`src/rtl/adcseq_pkg.sv`:
```
package adcseq_pkg;
  typedef enum logic [1:0] {
    OWN_NONE = 2'd0,
    OWN_S1   = 2'd1,
    OWN_S2   = 2'd2
  } owner_t;
endpackage

```
`src/rtl/adcseq_trig.sv`:
```
module adcseq_trig (
  input  logic clk,
  input  logic rst_n,
  input  logic cascade,
  input  logic idle,
  input  logic req1,
  input  logic req2,
  output logic grant1,
  output logic grant2
);
  logic p1_q, p2_q;

  // sequencer 1 wins when both wait
  assign grant1 = idle & p1_q;
  assign grant2 = idle & p2_q & ~p1_q & ~cascade;

  always_ff @(posedge clk) begin
    if (!rst_n) begin
      p1_q <= 1'b0;
      p2_q <= 1'b0;
    end else begin
      p1_q <= (p1_q & ~grant1) | req1;
      p2_q <= cascade ? 1'b0 : ((p2_q & ~grant2) | req2);
    end
  end

  AST_SEQ1_FIRST: assert property (@(posedge clk) disable iff (!rst_n)
    (idle && p1_q && p2_q && !cascade) |=> p2_q);
endmodule

```
`src/rtl/adcseq_ptr.sv`:
```
module adcseq_ptr #(
  parameter int W = 4
) (
  input  logic         clk,
  input  logic         rst_n,
  input  logic         clr,
  input  logic         restart,
  input  logic         step,
  input  logic         wide,
  output logic [W-1:0] ptr
);
  logic [W-1:0] ptr_q;

  function automatic logic [W-1:0] ptr_after(input logic [W-1:0] p, input logic full);
    logic [W-2:0] low;
    low = p[W-2:0] + 1'b1;
    return full ? p + 1'b1 : {1'b0, low};
  endfunction

  always_ff @(posedge clk) begin
    if (!rst_n)              ptr_q <= '0;
    else if (clr || restart) ptr_q <= '0;
    else if (step)           ptr_q <= ptr_after(ptr_q, wide);
  end

  assign ptr = ptr_q;

  AST_PTR_HOLD: assert property (@(posedge clk) disable iff (!rst_n)
    !(clr || restart || step) |=> $stable(ptr_q));
  AST_PTR_CLEAR: assert property (@(posedge clk) disable iff (!rst_n)
    clr |=> ptr_q == '0);
endmodule

```
`src/rtl/adcseq_bank.sv`:
```
module adcseq_bank #(
  parameter int SLOTS  = 16,
  parameter int CODE_W = 12,
  parameter int IDX_W  = 4
) (
  input  logic                      clk,
  input  logic                      rst_n,
  input  logic                      we,
  input  logic                      pair,
  input  logic [IDX_W-1:0]          idx,
  input  logic [CODE_W-1:0]         din_a,
  input  logic [CODE_W-1:0]         din_b,
  output logic [SLOTS*CODE_W-1:0]   bank
);
  logic [IDX_W-1:0] idx_odd;
  assign idx_odd = {idx[IDX_W-1:1], 1'b1};

  for (genvar i = 0; i < SLOTS; i++) begin : g_reg
    logic [CODE_W-1:0] r_q;
    always_ff @(posedge clk) begin
      if (!rst_n)                                   r_q <= '0;
      else if (we && idx == IDX_W'(i))              r_q <= din_a;
      else if (we && pair && idx_odd == IDX_W'(i))  r_q <= din_b;
    end
    assign bank[i*CODE_W +: CODE_W] = r_q;
  end

  AST_PAIR_EVEN: assert property (@(posedge clk) disable iff (!rst_n)
    (we && pair) |-> !idx[0]);
endmodule

```
`src/rtl/adc_dual_seq.sv`:
```
module adc_dual_seq
  import adcseq_pkg::*;
#(
  parameter int SLOTS  = 16,
  parameter int CH_W   = 4,
  parameter int CODE_W = 12
) (
  input  logic                       clk,
  input  logic                       rst_n,
  input  logic                       cfg_cascade,
  input  logic                       cfg_simul,
  input  logic                       cfg_contin,
  input  logic                       cfg_trig_a_en,
  input  logic                       cfg_trig_b_en,
  input  logic [$clog2(SLOTS)-1:0]   cfg_cnt1,
  input  logic [$clog2(SLOTS)-2:0]   cfg_cnt2,
  input  logic [SLOTS*CH_W-1:0]      cfg_slots,
  input  logic                       trig_a,
  input  logic                       trig_b,
  input  logic                       ptr_clr1,
  input  logic                       ptr_clr2,
  output logic                       adc_req,
  output logic [CH_W-1:0]            adc_chan,
  input  logic                       adc_done,
  input  logic [CODE_W-1:0]          adc_code_a,
  input  logic [CODE_W-1:0]          adc_code_b,
  output logic [SLOTS*CODE_W-1:0]    results,
  output logic [$clog2(SLOTS)-1:0]   seq1_ptr,
  output logic [$clog2(SLOTS)-2:0]   seq2_ptr,
  output logic                       seq1_busy,
  output logic                       seq2_busy,
  output logic                       seq1_eos,
  output logic                       seq2_eos
);
  localparam int PTR_W  = $clog2(SLOTS);
  localparam int HPTR_W = PTR_W - 1;
  localparam int HALF   = SLOTS / 2;
  localparam int IDX_W  = PTR_W + 1;

  owner_t             owner_q;
  logic [PTR_W-1:0]   rem_q;
  logic               req_q, eos1_q, eos2_q;

  // named internal events
  logic               idle, grant1, grant2, conv_fire, run_last;
  logic               start1_ok, start2_ok, restart1, restart2;
  logic [PTR_W-1:0]   ptr1, slot, run_pos, wr_idx;
  logic [HPTR_W-1:0]  ptr2;
  logic [CH_W-1:0]    sel;
  logic [CODE_W-1:0]  wr_a;

  function automatic logic [PTR_W-1:0] slot_of(input owner_t own, input logic casc,
                                               input logic [PTR_W-1:0] p1,
                                               input logic [HPTR_W-1:0] p2);
    if (own == OWN_S2) return PTR_W'(HALF) + {1'b0, p2};
    if (casc)          return p1;
    return {1'b0, p1[HPTR_W-1:0]};
  endfunction

  function automatic logic [PTR_W-1:0] pair_idx(input owner_t own, input logic [PTR_W-1:0] j);
    logic [IDX_W-1:0] t;
    t = {j, 1'b0} + ((own == OWN_S2) ? IDX_W'(HALF) : IDX_W'(0));
    return t[PTR_W-1:0];
  endfunction

  function automatic logic [PTR_W-1:0] run_len(input owner_t own, input logic casc,
                                               input logic [PTR_W-1:0] c1,
                                               input logic [HPTR_W-1:0] c2);
    if (own == OWN_S2) return {1'b0, c2};
    if (casc)          return c1;
    return {1'b0, c1[HPTR_W-1:0]};
  endfunction

  assign idle      = (owner_q == OWN_NONE);
  assign conv_fire = req_q & adc_done;
  assign run_last  = (rem_q == '0);
  assign start1_ok = trig_a & cfg_trig_a_en;
  assign start2_ok = trig_b & cfg_trig_b_en & ~cfg_cascade;
  assign restart1  = conv_fire & run_last & cfg_contin & (owner_q == OWN_S1);
  assign restart2  = conv_fire & run_last & cfg_contin & (owner_q == OWN_S2);

  assign slot    = slot_of(owner_q, cfg_cascade, ptr1, ptr2);
  assign run_pos = (owner_q == OWN_S2) ? {1'b0, ptr2} : slot;
  assign sel     = cfg_slots[slot*CH_W +: CH_W];
  assign wr_idx  = cfg_simul ? pair_idx(owner_q, run_pos) : slot;
  assign wr_a    = (cfg_simul || !sel[CH_W-1]) ? adc_code_a : adc_code_b;

  adcseq_trig u_trig (
    .clk(clk), .rst_n(rst_n), .cascade(cfg_cascade), .idle(idle),
    .req1(start1_ok), .req2(start2_ok), .grant1(grant1), .grant2(grant2)
  );

  adcseq_ptr #(.W(PTR_W)) u_ptr1 (
    .clk(clk), .rst_n(rst_n), .clr(ptr_clr1), .restart(restart1),
    .step(conv_fire && owner_q == OWN_S1), .wide(cfg_cascade), .ptr(ptr1)
  );

  adcseq_ptr #(.W(HPTR_W)) u_ptr2 (
    .clk(clk), .rst_n(rst_n), .clr(ptr_clr2), .restart(restart2),
    .step(conv_fire && owner_q == OWN_S2), .wide(1'b1), .ptr(ptr2)
  );

  adcseq_bank #(.SLOTS(SLOTS), .CODE_W(CODE_W), .IDX_W(PTR_W)) u_bank (
    .clk(clk), .rst_n(rst_n), .we(conv_fire), .pair(cfg_simul), .idx(wr_idx),
    .din_a(wr_a), .din_b(adc_code_b), .bank(results)
  );

  always_ff @(posedge clk) begin
    if (!rst_n) begin
      owner_q <= OWN_NONE;
      rem_q   <= '0;
      req_q   <= 1'b0;
      eos1_q  <= 1'b0;
      eos2_q  <= 1'b0;
    end else begin
      eos1_q <= conv_fire & run_last & (owner_q == OWN_S1);
      eos2_q <= conv_fire & run_last & (owner_q == OWN_S2);
      if (idle) begin
        if (grant1 || grant2) begin
          owner_q <= grant1 ? OWN_S1 : OWN_S2;
          rem_q   <= run_len(grant1 ? OWN_S1 : OWN_S2, cfg_cascade, cfg_cnt1, cfg_cnt2);
          req_q   <= 1'b1;
        end
      end else if (conv_fire) begin
        if (!run_last)       rem_q <= rem_q - 1'b1;
        else if (cfg_contin) rem_q <= run_len(owner_q, cfg_cascade, cfg_cnt1, cfg_cnt2);
        else begin
          owner_q <= OWN_NONE;
          req_q   <= 1'b0;
        end
      end
    end
  end

  assign adc_req   = req_q;
  assign adc_chan  = cfg_simul ? {1'b0, sel[CH_W-2:0]} : sel;
  assign seq1_ptr  = ptr1;
  assign seq2_ptr  = ptr2;
  assign seq1_busy = (owner_q == OWN_S1);
  assign seq2_busy = (owner_q == OWN_S2);
  assign seq1_eos  = eos1_q;
  assign seq2_eos  = eos2_q;

  AST_REQ_HOLD: assert property (@(posedge clk) disable iff (!rst_n)
    (req_q && !adc_done) |=> (req_q && $stable(adc_chan)));
  AST_SIM_TOPBIT: assert property (@(posedge clk) disable iff (!rst_n)
    (req_q && cfg_simul) |-> !adc_chan[CH_W-1]);
  AST_EOS_AFTER_FIRE: assert property (@(posedge clk) disable iff (!rst_n)
    (eos1_q || eos2_q) |-> $past(conv_fire));
  AST_CASC_NO_SEQ2: assert property (@(posedge clk) disable iff (!rst_n)
    (cfg_cascade && idle) |=> owner_q != OWN_S2);
endmodule

```
`config.mk`:
```
export PLATFORM = sky130hd
export DESIGN_NAME = adc_dual_seq
export DESIGN_NICKNAME = d
export VERILOG_FILES = /design/src/rtl/adcseq_pkg.sv /design/src/rtl/adcseq_trig.sv /design/src/rtl/adcseq_ptr.sv /design/src/rtl/adcseq_bank.sv /design/src/rtl/adc_dual_seq.sv
export SDC_FILE = /design/constraint.sdc
export NUM_CORES = 1
export LEC_CHECK = 0
export BUFFER_PORTS_ARGS = -buffer_cell sky130_fd_sc_hd__buf_2
export CELL_PAD_IN_SITES_DETAIL_PLACEMENT = 2
export CELL_PAD_IN_SITES_GLOBAL_PLACEMENT = 2
export CORE_MARGIN = 2
export CORE_UTILIZATION = 25
export DETAILED_ROUTE_END_ITERATION = 10
export HOLD_SLACK_MARGIN = 0.05
export PLACE_DENSITY_LB_ADDON = 0.1
export SLEW_MARGIN = 10
export SYNTH_ARGS = -nofsm -noshare
export SYNTH_HDL_FRONTEND = slang
export SYNTH_HIERARCHICAL = 1
export SYNTH_SLANG_ARGS = --single-unit
```
`constraint.sdc`:
```
create_clock -name clk -period 4.2 [get_ports clk]
set_input_delay 0.42 -clock clk [delete_from_list [all_inputs] [get_ports clk]]
set_output_delay 0.42 -clock clk [all_outputs]
set_load 0.02 [all_outputs]
```
After elaboration in Yosys (flattened, before gate mapping)
Cells that the tools add are included.
- flip-flop bits (word level): 210
- input bits: 107
- output and inout port bits: 208
- logic and storage cells: 218
- add/subtract/negate cells: 6
- eq/ne operators: 28
- shifts and indexed selects: 1
- muxes and demuxes: 81
- bitwise logic cells: 23
- reductions and logical operators: 54
- operators with widths (cell ; number):
    2-to-1 mux 12 bit ; 26
    2-to-1 mux 4 bit ; 21
    indexed part select 64 x 7 -> 4 bit ; 1
    == test 4 bit (second input constant) ; 8
    logical AND 1 bit ; 28
    2-to-1 mux 1 bit ; 27
    nonzero test 2 bit ; 11
    bitwise AND 1 bit ; 16
    == test 4 x 3 -> 1 bit (second input constant) ; 4
    == test 3 bit (second input constant) ; 4
    zero test 4 bit ; 3
    2-to-1 mux 2 bit ; 6
    == test 4 x 2 -> 1 bit (second input constant) ; 2
    adder 3 x 1 -> 3 bit (second input constant) ; 2
    == test 3 x 2 -> 1 bit (second input constant) ; 2
    OR reduction 2 bit ; 3
    inverter 1 bit ; 5
    adder 4 x 1 -> 4 bit (second input constant) ; 1
    adder 4 x 3 -> 4 bit (first input constant) ; 1
    adder 4 bit ; 1
    == test 2 bit (second input constant) ; 2
    == test 4 x 1 -> 1 bit (second input constant) ; 1
    logical OR 1 bit ; 4
    AND reduction 4 bit ; 1
    12 further kinds ; 13

Longest topological paths before layout
Gate-level depths: netlist of run 1.
- depth after elaboration: 19
- gate-level depth with buffers: 13
- gate-level depth less buffers: 10

Cells and area by module
The synthesis of run 1 kept the hierarchy.
- modules (own cells, without submodules) (module ; instances ; cells an instance ; area each (um^2) ; sequential area each (um^2)):
    adcseq_bank ; 1 ; 613 ; 6975.4 ; 3843.7
    adc_dual_seq ; 1 ; 149 ; 1413.9 ; 180.2
    adcseq_ptr (u_ptr1) ; 1 ; 18 ; 176.4 ; 80.1
    adcseq_ptr (u_ptr2) ; 1 ; 14 ; 142.6 ; 60.1
    adcseq_trig ; 1 ; 9 ; 102.6 ; 40.0

Least setup slack after synthesis of run 1
No wires, ideal clock.
- path type: reg-to-reg
- start: reg owner_q[0]
- end: reg u_bank.g_reg[11].r_q[2]
- setup time: 119 ps
- data arrival time: 2866 ps
- data required time: 4081 ps
- setup slack: 1216 ps
- stages on the path, launching flop included: 14
- buffers on the path: 3
- period minus slack after synthesis: 2984 ps
- path through: dfxtp_1 nand2b_1 buf_6 inv_4 mux2i_4 buf_6 mux2i_1 a31o_1 o31ai_2 buf_6 mux2_4 nor2b_1 a21oi_1 o221a_2
- elaborated cells on any way between the ends: 17
- classes of those cells: add/sub (1); eq/ne (3); shift (1); mux (7); reduce/logical (5)
- RTL lines (element ; RTL line ; source):
    start, declared ; adc_dual_seq.sv:40 ; owner_t owner_q;
    start signal, assigned ; adc_dual_seq.sv:120 ; owner_q <= grant1 ? OWN_S1 : OWN_S2;
    == test 2 bit ; -- ;
    named net seq2_busy ; adc_dual_seq.sv:31 ; output logic seq2_busy,
    2-to-1 mux 1 bit ; adc_dual_seq.sv:55 ; if (own == OWN_S2) return PTR_W'(HALF) + {1'b0, p2};
    2-to-1 mux 4 bit ; adc_dual_seq.sv:56 ; if (casc) return p1;
    indexed part select 64 x 7 -> 4 bit ; adc_dual_seq.sv:84 ; assign sel = cfg_slots[slot*CH_W +: CH_W];
    zero test 1 bit ; adc_dual_seq.sv:86 ; assign wr_a = (cfg_simul || !sel[CH_W-1]) ? adc_code_a : adc_code_b;
    logical OR 1 bit ; adc_dual_seq.sv:86 ;
    2-to-1 mux 12 bit ; adc_dual_seq.sv:86 ;
    named net wr_a[2] ; adc_dual_seq.sv:50 ; logic [CODE_W-1:0] wr_a;
    2-to-1 mux 12 bit ; adcseq_bank.sv:22 ; else if (we && idx == IDX_W'(i)) r_q <= din_a;
    end signal, assigned ; adcseq_bank.sv:22 ;
    end signal, assigned ; adcseq_bank.sv:23 ; else if (we && pair && idx_odd == IDX_W'(i)) r_q <= din_b;
    end, declared ; adcseq_bank.sv:19 ; logic [CODE_W-1:0] r_q;
The timed path passes the listed nets, and every way through them passes these cells.
A chain may end at the register's enable or synchronous reset.

Worst setup path after layout of run 1
- start: reg owner_q[0]
- end: reg u_bank.g_reg[5].r_q[0]
- elaborated cells on any way between the ends: 17
- classes of those cells: add/sub (1); eq/ne (3); shift (1); mux (7); reduce/logical (5)
- RTL lines (element ; RTL line):
    == test 2 bit ; adc_dual_seq.sv:55
    2-to-1 mux 1 bit ; adc_dual_seq.sv:55
    2-to-1 mux 4 bit ; adc_dual_seq.sv:56
    indexed part select 64 x 7 -> 4 bit ; adc_dual_seq.sv:84
    zero test 1 bit ; adc_dual_seq.sv:86
    logical OR 1 bit ; adc_dual_seq.sv:86
    2-to-1 mux 12 bit ; adc_dual_seq.sv:86
    named net wr_a[0] ; adc_dual_seq.sv:50
    2-to-1 mux 12 bit ; adcseq_bank.sv:22
    end signal, assigned ; adcseq_bank.sv:22
    end signal, assigned ; adcseq_bank.sv:23
    end, declared ; adcseq_bank.sv:19
The timed path passes the listed nets, and every way through them passes these cells.

==> summary.txt, run 1 <==
Die area -> 36800 um2
WL final -> 35300 um
Endpoint type of the worst setup path -> register
Unrepaired setup endpoints after global routing -> no
TritonCTS sink count -> 210
Post-synthesis instance total -> 803
Number of rows created at floorplan -> 68
Number of pins exceeding their max-slew limit in the final report -> 0
# DRC -> 0
Final worst path period need -> 3880 ps
Number of buffers inserted to repair setup after CTS -> 0
Final weighted congestion in routability-driven placement -> 0.729
Pin count of the biggest net entering global routing -> 91
Clk buf depth -> 3
Clock-pin slew on the worst setup and hold paths -> 60 ps
Metal3 WL -> 2740 um
Cell seen most often among critical-path stages -> buf_4
Hold-fix buffers, CTS -> 0
Sequential-to-total area share from yosys stat -> 47.7%
Data required time of the critical path -> 4670 ps
Top routing layer in use -> met5
Worst Clk Skew -> 18.7 ps
Normalized max-slew margin -> 23.6%
Number of hold violations in the final report -> 0
DRT Pass-1 Iters -> 4
Initial standard-cell utilization of the core -> 25.4%
P per Cell Area -> 383 nW/um2
Detailed-placement wirelength estimate -> 25400 um
Run status -> complete, no violations
All-Layer GR Usage -> 18.8%
Share of cells above drive strength 1 -> 47.0%
Worst Path Class, Setup -> register to register
Core area -> 34600 um2
Area growth from synthesis to layout -> 33.0%
Boundary Pins -> 315
Vias after detailed routing -> 7731
Filler instances -> 3858
Static leakage power -> 5.51 nW
Top flip-flop cell by instance count after synthesis -> dfxtp_1
Total of buffers placed on input and output ports -> 314
Distinct cell type count of the synthesized netlist -> 66
Total grt overflow -> 0
Synthesis Warnings -> 6
Placed cell areas -> 10900 um2
Number of cells in the design after placement -> 1541
X dimension of the die -> 192 um
Antenna violations before repair -> 6
Avg Cell Area, Syn -> 11.0 um2
Syn Std Cell Area -> 8810 um2
Vias in the first global route -> 8220
Met2 routed wirelength -> 16300 um
Number of enable flip-flop cells after synthesis -> 0
Path type of the worst min-delay path -> input pin to register
Setup violation total in the final timing report -> 0
Largest fanout on the critical path -> 18
Slowest-stage cell, CP -> a2111oi_0
Clock tree root buffer cell -> clkbuf_16
Actual transition at the worst max-transition pin -> 1140 ps
Number of nets still failing antenna checks after routing -> 0
Nets -> 1223
Via/cell ratio -> 4.87
Number of register bits inferred by synthesis -> 210
Wire length of the first global-routing pass -> 52600 um
H-tree depth -> 1
Biggest area consumer among synthesized cells -> dfxtp_1
Count of non-filler cells in the finished layout -> 1589
Setup TNS -> 0 ps
Final standard cell area without fillers -> 11700 um2
Clock tree from TritonCTS -> done
Number of resized instances in the post-cts repair step -> 0
Power consumption -> 4.49 mW
Async S/R FF share, synth -> 0%
DRC violation total after the first TritonRoute iteration -> 275
Delay of the slowest critical-path stage -> 710 ps
Cts bufs inserted -> 25
Crit path launch type -> register
Gate family responsible for the most delay along the worst path -> compound AO/OA/AOI/OAI gates
Maximum vdd drop -> 0.210 mV
Post-synth top area share -> 47.7%
Cell chain of the critical path -> nand2b_1 > buf_4 > mux2_4 > a2111oi_0 > o31ai_4 > buf_4 > mux2_1 > nor2b_1 > a21oi_1 > o221a_2
Max Cap Violations -> 0
Timing-limited maximum frequency -> 0.258 GHz
Leading post-synthesis cells by cell area -> dfxtp_1 (48%), o221a_2 (12%), mux2i_1 (12%)
WL/cell -> 22.2 um
CP bufs+invs -> 2
Data arrival time of the critical path -> 4350 ps
Final clock period utilization by the worst path -> 92.3%
Wire length the detailed router placed on met1 -> 15800 um
Worst-Skew Late Latency -> 530 ps
Vertical die dimension -> 192 um
-- report_power, final --
| group | total [mW] | internal [mW] | switching [mW] |
|---|---|---|---|
| clock network | 2.16 | 1.29 | 0.865 |
| registers | 2.01 | 2.00 | 0.00894 |
| logic | 0.317 | 0.115 | 0.202 |
-- cells by family (layout without fill, tap and decap cells) --
family                     count (synthesis)  in the layout  synth area share (%)
and+or+nand+nor                          226            226                  12.5
AOI/OAI and AO/OA                        150            150                  16.5
buffers and inverters                     72            398                  4.08
adders and majority gates                  3              3                 0.426
muxes                                    136            136                  18.3
DFF                                      210            210                  47.7
other                                      1              6                0.0426
xor gates and xnor gates                   5              5                 0.497
-- layout make-up --
class                           count  area [um2]  area share (%)
Inverter                            8        32.5           0.278
Sequential cell                   210        4200            35.9
Clock buffer                       37         751            6.40
Timing Repair Buffer              346        1820            15.5
Tap cell                          455         569            4.86
Clock inverter                      7        67.6           0.576
Multi-Input combinational cell    522        4270            36.4
Antenna cell                        4        10.0          0.0854
-- cells in the mapped netlist, types with 2 or more instances --
| library cell | count |
|---|---|
| nor3b_1 | 2 |
| a21oi_1 | 20 |
| o21a_1 | 3 |
| nor3b_2 | 4 |
| mux2_4 | 10 |
| nor3_1 | 2 |
| mux2_2 | 4 |
| buf_1 | 2 |
| o221a_2 | 95 |
| dfxtp_1 | 210 |
| nand4b_1 | 4 |
| a21oi_2 | 3 |
| nand4bb_1 | 3 |
| nand2_1 | 128 |
| inv_1 | 7 |
| and3_1 | 4 |
| buf_4 | 3 |
| nand3_1 | 2 |
| a31oi_1 | 3 |
| buf_2 | 18 |
| o21ai_0 | 4 |
| mux2i_1 | 103 |
| ha_1 | 3 |
| and2_1 | 2 |
| o221ai_1 | 3 |
| or3_1 | 2 |
| o211a_1 | 2 |
| a211oi_1 | 3 |
| clkbuf_1 | 34 |
| nor2_1 | 37 |
| nand3b_1 | 2 |
| mux4_2 | 14 |
| xor2_1 | 2 |
| mux2_1 | 4 |
| nand4_1 | 2 |
| xnor2_1 | 3 |
| buf_6 | 7 |
| nor2b_1 | 21 |
-- cells in the final DEF, fill, tap and decap left out, types with 3 or more instances in the layout --
| master | count |
|---|---|
| buf_2 | 313 |
| dfxtp_1 | 210 |
| nand2_1 | 128 |
| mux2i_1 | 103 |
| o221a_2 | 95 |
| nor2_1 | 36 |
| buf_4 | 32 |
| clkbuf_16 | 25 |
| nor2b_1 | 21 |
| a21oi_1 | 18 |
| mux4_2 | 14 |
| mux2_4 | 10 |
| clkbuf_8 | 8 |
| inv_1 | 7 |
| a21oi_2 | 5 |
| diode_2 | 4 |
| mux2_2 | 4 |
| mux2_1 | 4 |
| and3_1 | 4 |
| o21ai_0 | 4 |
| clkbuf_1 | 4 |
| clkinv_2 | 4 |
| nor3b_2 | 4 |
| nand4b_1 | 4 |
| a211oi_1 | 3 |
| o21a_1 | 3 |
| o221ai_1 | 3 |
| a31oi_1 | 3 |
| xnor2_1 | 3 |
| ha_1 | 3 |
| nand4bb_1 | 3 |
-- final timing paths --
check        slack, ps                      end  cells past startpoint                    start
max                320   u_bank/g_reg[5].r_q[0]                     10               owner_q[0]
min                210            u_ptr2/ptr[2]                      3                 ptr_clr2
max reg2reg        320   u_bank/g_reg[5].r_q[0]                     10               owner_q[0]
min reg2reg        460  u_bank/g_reg[6].r_q[10]                      2  u_bank/g_reg[6].r_q[10]
-- state kept, by name, indices dropped and copies added (netlist names) --
name,flops
owner_q,2
adc_req,1
u_bank/g.r_q,192
rem_q,4
u_trig/p1_q,1
u_ptr2/ptr,3
seq1_eos,1
u_trig/p2_q,1
u_ptr1/ptr,4
seq2_eos,1
-- per-stage QoR --
step	setup slack, ps	utilization, %	hold slack [ps]
final	325	33.9	206
after detailed placement	254	31.5	449
after global placement	353	31.5	439
after floorplan	1220	-	491
after global routing	32.3	33.8	213
after CTS	243	33.8	179
-- metal layers --
metal / vias up / global-route usage, %
li1: 3586 / -
met1: 3871 / 24.9
met2: 232 / 31.1
met3: 36 / 5.15
met4: 6 / 3.11
met5: - / 0
-- worst register-to-register path: cells and delay by family, from the launching register on --
kind / cells / cell delay [ps]
multiplexers: 2 / 650
AND/OR/NAND/NOR: 2 / 270
flip-flops: 1 / 450
buffers and inverters: 2 / 440
AO/OA/AOI/OAI: 4 / 2030
(Power assumes the default switching activity.)
==> inputs of run 2 (changes only) <==
ABC_AREA = 1   (was not set)
CTS_CLUSTER_SIZE = 30   (was not set)
==> summary.txt, run 2 <==
Number of register bits inferred by synthesis -> 210 (unchanged)
Synthesis Warnings -> 6 (unchanged)
Clock tree from TritonCTS -> done
Cell chain of the critical path -> nand2_4 > nand2_1 > nand2_2 > nand2_1 > nand3_1 > nand3_1 > nand3_2 > nand2_4 > nand2_1 > nand2_1 > clkinv_1 > nor2_1 > nor2_1 > nor2_1
Biggest area consumer among synthesized cells -> dfxtp_1
Total of buffers placed on input and output ports -> 314 (unchanged)
Cts bufs inserted -> 28 (+12%)
Commonest non-fill, non-tap cell in the layout -> nor2_1
Flip-flop count of the largest register, all copies and words added -> 192 (unchanged)
Worst-Skew Late Latency -> 580 ps (+50 ps)
WL/cell -> 20.5 um (-7.8%)
Critical hold path startpoint -> ptr_clr2
Top flip-flop cell by instance count after synthesis -> dfxtp_1
Endpoint type of the worst setup path -> register
Boundary Pins -> 315 (unchanged)
CP bufs+invs -> 1 (-1)
Xor/xnor cell area share of the yosys netlist -> 0.0844% (-0.41 points)
Number of pins exceeding their max-slew limit in the final report -> 0 (unchanged)
Avg Cell Area, Syn -> 6.45 um2 (-41%)
Vertical die dimension -> 208 um (+8.3%)
Number of enable flip-flop cells after synthesis -> 0 (unchanged)
Largest family of logic cells by synthesized area -> simple AND/OR/NAND/NOR gates
Largest fanout on the critical path -> 23 (+5)
Clock tree root buffer cell -> clkbuf_16
Final weighted congestion in routability-driven placement -> 0.774 (+6.2%)
Mux share of post-synthesis cell area -> 0% (-18 points)
Syn Std Cell Area -> 10400 um2 (+18%)
Number of nets still failing antenna checks after routing -> 0 (unchanged)
Share of cells above drive strength 1 -> 22.6% (-24 points)
Final worst setup slack -> 596 ps (+272 ps)
Simple-gate share of the synthesized area -> 35.3% (+23 points)
Worst Clk Skew -> 28.1 ps (+9.41 ps)
Initial standard-cell utilization of the core -> 25.3% (-0.096 points)
Static leakage power -> 6.87 nW (+25%)
H-tree depth -> 1 (unchanged)
Die area -> 43100 um2 (+17%)
Most numerous cell in the Yosys netlist -> nor2_1
DRT Pass-1 Iters -> 4 (unchanged)
Origin of the critical flop-to-flop path -> owner_q[1]
Commonest cells in the synthesized netlist -> nor2_1 (435), nand2_1 (325), dfxtp_1 (210), o21ai_0 (146), inv_1 (114)
Start point of the critical path -> owner_q[1]
P per Cell Area -> 369 nW/um2 (-3.6%)
Number of hold violations in the final report -> 0 (unchanged)
TritonCTS sink count -> 210 (unchanged)
Wire length of the first global-routing pass -> 76500 um (+45%)
Number of nets in the synthesized netlist -> 1718
Run status -> complete, no violations
Synthesized-area fraction occupied by ao, oa, aoi and oai cells -> 14.7% (-1.8 points)
Commonest cells after routing, fill and taps aside -> nor2_1 (433), nand2_1 (325), buf_2 (313)
Antenna violations before repair -> 4 (-2)
Normalized max-slew margin -> 38.7% (+15 points)
Post-Synth Adder-Cell Area -> 0.362% (-0.064 points)
# DRC -> 0 (unchanged)
Unrepaired setup endpoints after global routing -> no
Core area -> 40900 um2 (+18%)
Setup violation total in the final timing report -> 0 (unchanged)
Gate family responsible for the most delay along the worst path -> simple AND/OR/NAND/NOR gates
Delay of the slowest critical-path stage -> 610 ps (-100 ps)
Path type of the worst min-delay path -> input pin to register
Register ranked first by flip-flop count -> u_bank/g.r_q
Post-synth top area share -> 40.5% (-7.2 points)
Via/cell ratio -> 4.78 (-1.8%)
Vias after detailed routing -> 11700 (+51%)
Timing-limited maximum frequency -> 0.278 GHz (+7.5%)
Final Hold Slack -> 163 ps (-43.5 ps)
Final clock period utilization by the worst path -> 85.8% (-6.5 points)
Number of rows created at floorplan -> 74 (+8.8%)
Total area of sequential cells -> 4200 um2 (unchanged)
Final worst path period need -> 3600 ps (-272 ps)
Setup TNS -> 0 ps (unchanged)
Clk buf depth -> 3 (unchanged)
Clock-pin slew on the worst setup and hold paths -> 60 ps (about the same)
Destination of the worst register-to-register timing path -> u_bank/g_reg[13].r_q[7]
Filler instances -> 4981 (+29%)
Data required time of the critical path -> 4690 ps (+20 ps)
Sequential-to-total area share from yosys stat -> 40.5% (-7.2 points)
Max Cap Violations -> 0 (unchanged)
R2r worst-path depth -> 14 (+4)
Maximum vdd drop -> 0.298 mV (+42%)
Total grt overflow -> 0 (unchanged)
Cell seen most often among critical-path stages -> nand2_1
Endpoint of the worst hold path -> u_ptr2/ptr[2]
Data arrival time of the critical path -> 4090 ps (-260 ps)
Multi-input gate area in the final layout -> 5240 um2 (+23%)
WL final -> 50200 um (+42%)
Async S/R FF share, synth -> 0% (unchanged)
Depth of the worst hold-timing path -> 4 (+1)
Nets -> 2004 (+64%)
Distinct cell type count of the synthesized netlist -> 40 (-39%)
Number of resized instances in the post-cts repair step -> 0 (unchanged)
Detailed-placement wirelength estimate -> 36100 um (+42%)
Vias in the first global route -> 12300 (+50%)
Post-synthesis instance total -> 1608 (+100%)
All-Layer GR Usage -> 22.8% (+3.9 points)
Number of buffers inserted to repair setup after CTS -> 0 (unchanged)
Crit path launch type -> register
Flop2flop setup slack -> 600 ps (+270 ps)
Actual transition at the worst max-transition pin -> 916 ps (-221 ps)
Pin count of the biggest net entering global routing -> 59 (-35%)
Slowest-stage cell, CP -> clkinv_1
Worst Path Class, Setup -> register to register
Leading post-synthesis cells by cell area -> dfxtp_1 (41%), nor2_1 (16%), nand2_1 (12%)
Area growth from synthesis to layout -> 29.2%
X dimension of the die -> 208 um (+8.3%)
Worst slack after detailed placement -> 587 ps (+332 ps)
DRC violation total after the first TritonRoute iteration -> 494 (+80%)
Hold-fix buffers, CTS -> 0 (unchanged)
==> run 2: changes by cell type after synthesis, sizes merged, moves of 33 or more <==
cell and delta:
nand3 +58, a21oi +60, o21ai +163, nand2 +210, inv +115, o221a -96, mux2i -104, nand3b +33
nor2 +403
==> run 2: worst max path at each step <==
stage | end | slack [ps] | cells past startpoint
2_1_floorplan | u_bank/g_reg[3].r_q[10] | 1620 | 16
3_3_place_gp | u_bank/g_reg[12].r_q[0] | 670 | 12
3_5_place_dp | u_bank/g_reg[13].r_q[8] | 590 | 14
4_1_cts | u_bank/g_reg[1].r_q[8] | 540 | 14
5_1_grt | u_bank/g_reg[13].r_q[8] | 110 | 14
6_report | u_bank/g_reg[13].r_q[7] | 600 | 14
==> run 2: final cells by class <==
class                      count  area share, %
antenna                        4         0.0747
tap                          532           4.97
clock buffer                  42           6.22
clock inverter                10          0.962
inverter                     135           3.80
multi-input combinational   1175           39.1
timing repair buffer         344           13.5
sequential                   210           31.4
==> run 2: stage by stage <==
| stage | util [%] | std cells | instance area [um2] | power (mW) |
|---|---|---|---|---|
| floorplan | - | 1608 | 10400 | 2.27 |
| global placement | 30.4 | 2396 | 12400 | 2.51 |
| detailed placement | 30.4 | 2396 | 12400 | 2.52 |
| CTS | 32.7 | 2448 | 13400 | 5.03 |
| global route | 32.7 | 2451 | 13400 | 5.16 |
| finish | 32.7 | 2452 | 13400 | 4.94 |
==> run 2: power by group <==
group	total, mW	switching, mW	internal, mW
Combinational	0.451	0.332	0.118
Sequential	2.02	0.0109	2.01
Clock	2.47	0.977	1.50
Total	4.94	1.32	3.62
==> run 2: kinds of logic after synthesis <==
| kind of cell | after synthesis |
|---|---|
| compound gates | 285 |
| buf+inv | 223 |
| flops | 210 |
| xor+xnor | 1 |
| other cells | 1 |
| simple gates | 885 |
| fa+ha+maj | 3 |
==> run 2: layer usage <==
metal  track usage (%)  part of all wire (%)  wire length (um)
met1              29.9                    46             22900
met2              39.8                    49             24400
met3              3.65                   4.2              2130
met4              4.01                   1.6               786
met5                 0                     0                 0
==> run 2: worst min-delay path, delay by kind of cell <==
family	cells	cell delay (ps)
buffers and inverters	1	90
and+or+nand+nor	3	160
